### src/rtl/coin_credit_mgr.sv
module coin_credit_mgr #(
  parameter bit SWAP_PAIRS = 1'b0,
  parameter int CREDIT_MAX = 99
) (
  input  logic       clk,
  input  logic       rst_n,
  input  logic       tick,
  input  logic       cfg_load,
  input  logic [3:0] cfg_ratio0,
  input  logic [3:0] cfg_mult0,
  input  logic [3:0] cfg_ratio1,
  input  logic [3:0] cfg_mult1,
  input  logic [3:0] start_gate,
  input  logic [3:0] coin_n,
  input  logic [3:0] btn_n,
  output logic [3:0] nib0,
  output logic [3:0] nib1,
  output logic [3:0] nib2,
  output logic [3:0] nib3,
  output logic [3:0] btn_lo,
  output logic [3:0] btn_hi
);
  localparam int CW = $clog2(CREDIT_MAX + 1);
  localparam int SW = CW + 1;
  localparam logic [1:0] XS = SWAP_PAIRS ? 2'd2 : 2'd0;
  localparam logic [1:0] I_TENS = 2'd0 ^ XS;
  localparam logic [1:0] I_UNIT = 2'd1 ^ XS;
  localparam logic [1:0] I_INC  = 2'd2 ^ XS;
  localparam logic [1:0] I_DEC  = 2'd3 ^ XS;

  logic [3:0]    ratio_q [2];
  logic [3:0]    mult_q  [2];
  logic [2:0]    cnt_q   [2];
  logic [2:0]    cnt_d   [2];
  logic [3:0]    chist_q, bhist_q;
  logic [CW-1:0] cred_q, cred_d;
  logic [3:0]    out_q   [4];
  logic [3:0]    blo_q, bhi_q;
  logic [3:0]    add, sub, inc_w;
  logic [SW-1:0] sum;

  wire [3:0] cv    = ~coin_n;
  wire [3:0] bv    = ~btn_n;
  wire [3:0] cedge = cv & (cv ^ chist_q);
  wire [3:0] bedge = bv & (bv ^ bhist_q);

  always_comb begin
    add   = 4'd0;
    inc_w = 4'd0;
    for (int s = 0; s < 2; s++) begin
      cnt_d[s] = cnt_q[s];
      if (cedge[s]) begin
        inc_w = {1'b0, cnt_q[s]} + 4'd1;
        if (inc_w >= {1'b0, ratio_q[s][2:0]}) begin
          add = (mult_q[s] >= {3'b0, ratio_q[s][3]}) ? mult_q[s] - {3'b0, ratio_q[s][3]} : 4'd0;
          cnt_d[s] = 3'(inc_w - {1'b0, ratio_q[s][2:0]});
        end else begin
          cnt_d[s] = inc_w[2:0];
          if (ratio_q[s][3]) add = 4'd1;
        end
      end
    end
    if (cedge[3]) add = 4'd1;
    sub = 4'd0;
    if (start_gate == 4'd0) begin
      if (bedge[2]) begin
        if (cred_q >= CW'(1)) sub = 4'd1;
      end else if (bedge[3] && cred_q >= CW'(2)) begin
        sub = 4'd2;
      end
    end
    sum    = SW'(cred_q) + SW'(add) - SW'(sub);
    cred_d = (sum > SW'(CREDIT_MAX)) ? CW'(CREDIT_MAX) : sum[CW-1:0];
  end

  wire [CW-1:0] tens_w  = cred_d / CW'(10);
  wire [CW-1:0] units_w = cred_d % CW'(10);

  always_ff @(posedge clk) begin
    if (!rst_n) begin
      for (int s = 0; s < 2; s++) begin
        ratio_q[s] <= 4'd1;
        mult_q[s]  <= 4'd1;
        cnt_q[s]   <= 3'd0;
      end
      for (int k = 0; k < 4; k++) out_q[k] <= 4'd0;
      chist_q <= 4'd0;
      bhist_q <= 4'd0;
      cred_q  <= '0;
      blo_q   <= 4'd0;
      bhi_q   <= 4'd0;
    end else begin
      if (cfg_load) begin
        ratio_q[0] <= cfg_ratio0;
        mult_q[0]  <= cfg_mult0;
        ratio_q[1] <= cfg_ratio1;
        mult_q[1]  <= cfg_mult1;
      end
      if (tick) begin
        cnt_q[0] <= cnt_d[0];
        cnt_q[1] <= cnt_d[1];
        chist_q  <= cv;
        bhist_q  <= bv;
        cred_q   <= cred_d;
        out_q[I_TENS] <= tens_w[3:0];
        out_q[I_UNIT] <= units_w[3:0];
        out_q[I_INC]  <= add;
        out_q[I_DEC]  <= sub;
        blo_q <= {bv[2], bedge[2], bv[0], bedge[0]};
        bhi_q <= {bv[3], bedge[3], bv[1], bedge[1]};
      end
    end
  end

  assign nib0   = out_q[0];
  assign nib1   = out_q[1];
  assign nib2   = out_q[2];
  assign nib3   = out_q[3];
  assign btn_lo = blo_q;
  assign btn_hi = bhi_q;

  a_r11_hold: assert property (@(posedge clk) disable iff (!rst_n)
    !tick |=> $stable(cred_q) && $stable(nib0) && $stable(nib1) && $stable(nib2)
              && $stable(nib3) && $stable(btn_lo) && $stable(btn_hi));
  a_r8_ceiling: assert property (@(posedge clk) disable iff (!rst_n)
    cred_q <= CW'(CREDIT_MAX));
  a_r7_gate_closed: assert property (@(posedge clk) disable iff (!rst_n)
    tick && start_gate != 4'd0 |=> out_q[I_DEC] == 4'd0);
  a_r6_no_overdraw: assert property (@(posedge clk) disable iff (!rst_n)
    tick && cred_q == '0 |=> out_q[I_DEC] == 4'd0);
  a_r6_dec_range: assert property (@(posedge clk) disable iff (!rst_n)
    tick |=> out_q[I_DEC] <= 4'd2);
  a_r2_idle_coins: assert property (@(posedge clk) disable iff (!rst_n)
    tick && coin_n == 4'hF |=> out_q[I_INC] == 4'd0);
endmodule

### config.mk
export PLATFORM = sky130hd
export DESIGN_NAME = coin_credit_mgr
export DESIGN_NICKNAME = d
export VERILOG_FILES = /design/src/rtl/coin_credit_mgr.sv
export SDC_FILE = /design/constraint.sdc
export NUM_CORES = 1
export LEC_CHECK = 0
export ABC_AREA = 1
export BUFFER_PORTS_ARGS = -buffer_cell sky130_fd_sc_hd__buf_2
export CAP_MARGIN = 15
export CORE_AREA = 3 3 92 72
export CTS_CLUSTER_SIZE = 28
export DETAILED_ROUTE_END_ITERATION = 8
export DIE_AREA = 0 0 95 75
export GPL_TIMING_DRIVEN = 0
export PLACE_DENSITY_LB_ADDON = 0.2
export SYNTH_ARGS = -nofsm -noshare
export SYNTH_HDL_FRONTEND = slang
export SYNTH_SLANG_ARGS = --single-unit
### constraint.sdc
create_clock -name clk -period 9.6 [get_ports clk]
set_input_delay 0.96 -clock clk [delete_from_list [all_inputs] [get_ports clk]]
set_output_delay 0.96 -clock clk [all_outputs]
set_load 0.005 [all_outputs]
Word-level counts from Yosys, hierarchy flattened
Memories as Yosys holds them, arrays and structs flattened. Index checks and enable logic that the tools add are counted.

Register bits after elaboration: 23. Latch bits: 0. RAM bits: 38. Memory bits (read-only): 0. Bits of input ports: 32. Output and inout port bits: 24. Logic and storage cells: 79. Memories: 4.

Memory list: out_q (depth 4, bits a word 4, read ports 4, clocked after Yosys merged registers in 0, write ports 4, RTL line 37) `logic [3:0] out_q [4];`; mult_q (depth 2, bits a word 4, read ports 2, clocked after Yosys merged registers in 0, write ports 2, RTL line 32) `logic [3:0] mult_q [2];`; ratio_q (depth 2, bits a word 4, read ports 2, clocked after Yosys merged registers in 0, write ports 2, RTL line 31) `logic [3:0] ratio_q [2];`; cnt_q (depth 2, bits a word 3, read ports 2, clocked after Yosys merged registers in 0, write ports 2, RTL line 33) `logic [2:0] cnt_q [2];`.

Add/sub/neg operators: 8. $mul: 0. Divide/modulo/power cells: 2. $lt $le $gt $ge: 7. Equal/unequal tests: 0. Shifts and indexed selects: 0. Muxes and demuxes: 35. Bitwise operators: 16. Reduce and logical (&&, ||, !) cells: 2.

Operators by type and width (count): $mux 4 (18); $mux 3 (6); $or 1x1->1 (10); $mux 1 (9); $add 3x1->4 const B (2); $add 7x4->8 (1); $and 4x4->4 (2); $ge 4x1->1 (2); $ge 4x3->1 (2); $gt 8x7->1 const B (1); $not 4->4 (2); $sub 4x1->4 (2); $sub 8x4->8 (1); $xor 4x4->4 (2); $div 7x4->7 const B (1); $ge 7x1->1 const B (1); $ge 7x2->1 const B (1); $mod 7x4->7 const B (1); $mux 7 (1); $sub 3x3->3 (2); $logic_not 4->1 (1); $mux 2 (1); $logic_and 1x1->1 (1).

Logic depth before layout (Yosys ltp)
An unclocked memory read counts as a cell.

Depth after elaboration: 15. Mapped depth: 43. Mapped depth without buffers: 43.

Least setup slack after synthesis
No wires, ideal clock.

Kind: flip-flop to flip-flop. Start point: memory cnt_q[1][0], in the netlist cnt_q[0][3]. End point: memory out_q[1][1] (data pin). Data arrival time: 5174 ps. Setup slack: 4173 ps. Stages on the path, launching flop included: 38. Buffers on the path: 0. Period minus slack after synthesis: 5427 ps. Cell sequence: edfxtp_1 ha_1 fa_1 o21ai_0 nand3_1 o21ai_0 nand4_1 o22ai_1 nand2_1 fa_1 inv_1 fa_1 nand2_1 nand2_1 nand2_1 nand2_1 nand3_1 nand3_4 [... 2 more ...] ha_1 inv_1 nand2_2 o21bai_4 nand3_1 nand3_2 nand2_2 nand2_2 nand2_1 nand2_1 inv_1 ha_1 nand2_2 nand2_4 nand2_2 nand2_1 nand2_1 nor2_2.

RTL lines (RTL line): start, declared (33); end, declared (37).

==> flow_summary_export.csv <==
group,metric,value,unit
sta,rsz0062_at_grt,"false",
synth,synth_commonest_cells,"inv_1, nand2_1, nor2_1, edfxtp_1",
sta,period_share,64.3,%
cells_and_area,nFillCells,480,
grt,grt_pass1_wl,12200,µm
synth,synth.ff_latch_count,54,
synth,synth-async-reset-ratio,0,%
synth,synth.top_cell.area_share,30.2,%
floorplan,die-area,0.00713,mm²
floorplan,row_count,24,
worst_setup_path,endpoint_kind,"register",
sta,hold_viol_final,0,
synth,yosys_warnings,0,
cts,h-tree-depth,2,
sta,slew_headroom,40.6,%
cells_and_area,regArea,0.00144,mm²
route,wirelength,7640,µm
sta,fin_crit,6.17,ns
place,io_buffers,51,
cts,hold_buffers,0,
cells_and_area,area_growth,13.0,%
worst_setup_path,r2r_start,"cnt_q[0][3]",
cts,clk_latency,0.31,ns
worst_setup_path,worstSetupPathType,"register to register",
run_status,status,"completed",
worst_setup_path,r2r-end,"out_q[1][1]",
cts,cts-resized-gates,0,
cells_and_area,antenna_cells,0,
cts,cts_buffer_depth,2,
synth,syn_area_per_cell,8.24,µm²
cells_and_area,drive_gt1_share,21.2,%
worst_setup_path,worst_ep_arrival_time,6.24,ns
sta,final.setup_skew,0.00650,ns
cts,ctsRootBufferMaster,"clkbuf_8",
route,drc,0,
sta,worst_slew_pin_slew,0.890,ns
synth,netlist_area,0.00358,mm²
floorplan,initial_core_util,61.9,%
worst_setup_path,r2r_setup_slack,3.43,ns
worst_setup_path,critPathSlowestCell,"fa_1",
worst_setup_path,cp-startpoint,"cnt_q[0][3]",
worst_setup_path,cpPeakStageDelay,0.51,ns
worst_setup_path,crit_end,"out_q[1][1]",
synth,synthTopCellsByArea,"edfxtp_1, dfxtp_1, ha_1",
worst_setup_path,cp_common_cell,"nand2_1",
worst_setup_path,crit_buf_inv,3,
synth,synth-edff-count,36,
grt,grt_usage,22.4,%
synth,ys.flop_type,"edfxtp_1",
route,wl_per_cell,13.3,µm
worst_setup_path,r2r_cells,35,
synth,synth_top_cell_by_area,"edfxtp_1",
worst_setup_path,cp.depth,35,
place,gp_congestion,0.907,
route,routed_via_density,5.22,
route,dr.first_iter.drc_count,160,
route,dr.pass1.iters,4,
floorplan,dieWidth,95,µm
floorplan,fp.coreArea,0.00580,mm²
cts,cts-buffers-inserted,5,
sta,fmaxAchievable,0.162,GHz
cells_and_area,multi_input_area,0.00178,mm²
cts,post_cts_buffers,0,
grt,grt_max_degree,22,
grt,antenna_found_initial,0,
worst_hold_path,hold_class,"register to register",
worst_setup_path,startpoint_type,"register",
synth,yosys.cell_count.top_type,"inv_1",
worst_setup_path,worst_ep_required_time,9.67,ns
flow_run,max_cap_violations,0,
worst_setup_path,worst-path-max-fanout,5,
grt,overflow,0,
cts,cts_sinks,54,
floorplan,die_h,75,µm
route,vias,2991,
synth,postSynthCellCount,435,
sta,tns,0,ns
sta,final_max_slew_viol_count,0,
worst_setup_path,cp_top_family,"adder cells",
sta,setup_viol,0,
cts,cts_tree,"built",
grt,grt_pass1_vias,2682,
synth,ys_types,41,
route,drtAntennaViolNets,0,
cells_and_area,final_nets,557,
floorplan,boundaryPins,56,
synth,yosysSeqAreaShare,40.2,%
cts,path_clk_slew,0.10,ns
place,dp_hpwl,5990,µm
## worst reg2reg max path, delay by kind of cell, from the launching register on
kind            cells  cell delay (ns)
buf+inv             3             0.17
flops               1             0.45
simple gates       22             2.07
fa+ha+maj           6             2.24
compound gates      4             1.00
## metrics by stage
stage               hold WS [ns]  util (%)  setup slack [ns]  std cells  area, µm²
floorplan                  0.454         -              4.17        436       3590
global placement           0.456      68.0              3.63        565       3940
detailed placement         0.464      68.0              3.48        565       3940
CTS                        0.480      69.9              3.44        573       4050
global route               0.506      69.9              2.85        573       4050
finish                     0.482      69.9              3.43        573       4050
## worst min path at each step
stage	start	endpoint	slack, ns	cells after the start
global placement	bhist_q[1]	btn_hi[0]	0.46	1
detailed placement	btn_hi[2]	btn_hi[2]	0.46	2
CTS	btn_hi[2]	btn_hi[2]	0.48	2
finish	btn_hi[2]	btn_hi[2]	0.48	2
global route	bhist_q[1]	btn_hi[0]	0.51	1
floorplan	chist_q[0]	chist_q[0]	0.45	2
## metal layers
layer	share of wire [%]	up-vias	GRT usage, %	routed length [µm]
met2	42	114	33.5	3180
li1	-	1527	-	-
met5	0	-	0	0
met1	49	1342	33.4	3750
met3	8.2	8	4.60	627
met4	1.1	0	5.44	82
## area by class of cell
| cell class | instances | share of cell area (%) |
|---|---|---|
| clock buffers | 8 | 2.72 |
| plain buffers | 8 | 0.926 |
| well taps | 78 | 2.41 |
| inverters | 88 | 8.25 |
| flip-flops and latches | 54 | 35.6 |
| multi-input cells | 286 | 43.8 |
| repair buffers | 51 | 6.30 |
## cell usage in the layout (no fill, tap or decap), drive strengths merged, types with 2 or more instances in the layout
| cell type | netlist | final |
|---|---|---|
| fa | 4 | 4 |
| nand3 | 31 | 31 |
| nand2 | 86 | 86 |
| edfxtp | 36 | 36 |
| o31ai | 2 | 2 |
| conb | 1 | 2 |
| xnor2 | 5 | 5 |
| a21oi | 10 | 10 |
| or2 | 5 | 5 |
| clkinv | 2 | 2 |
| o21ai | 24 | 24 |
| inv | 86 | 86 |
| nand4 | 10 | 10 |
| o211ai | 6 | 6 |
| dfxtp | 18 | 18 |
| xor2 | 4 | 4 |
| clkbuf | 6 | 14 |
| buf | 2 | 53 |
| nor2 | 52 | 52 |
| ha | 27 | 27 |
| o22ai | 8 | 8 |
| a21boi | 3 | 3 |
## flip-flops by register name, summed over array words and instances, names as in the netlist
name and count:
cnt_q 6, chist_q 3, out_q 14, cred_q 7, ratio_q 8, mult_q 8
bhist_q 4, btn_hi 2, btn_lo 2
## kinds of logic (layout without fill, tap and decap cells)
logic type	count (synthesis)	after routing	share of synthesized area, %
AND/OR/NAND/NOR	188	188	25.5
buffers and inverters	96	155	10.4
XOR/XNOR	9	9	2.20
AO/OA/AOI/OAI	56	56	9.91
flip-flops	54	54	40.2
adder cells (fa/ha/maj)	31	31	11.7
other	1	2	0.105
Power is left out: the tool's default activity adds up to more than one toggle a clock period on the data nets, which glitch-free logic cannot reach.
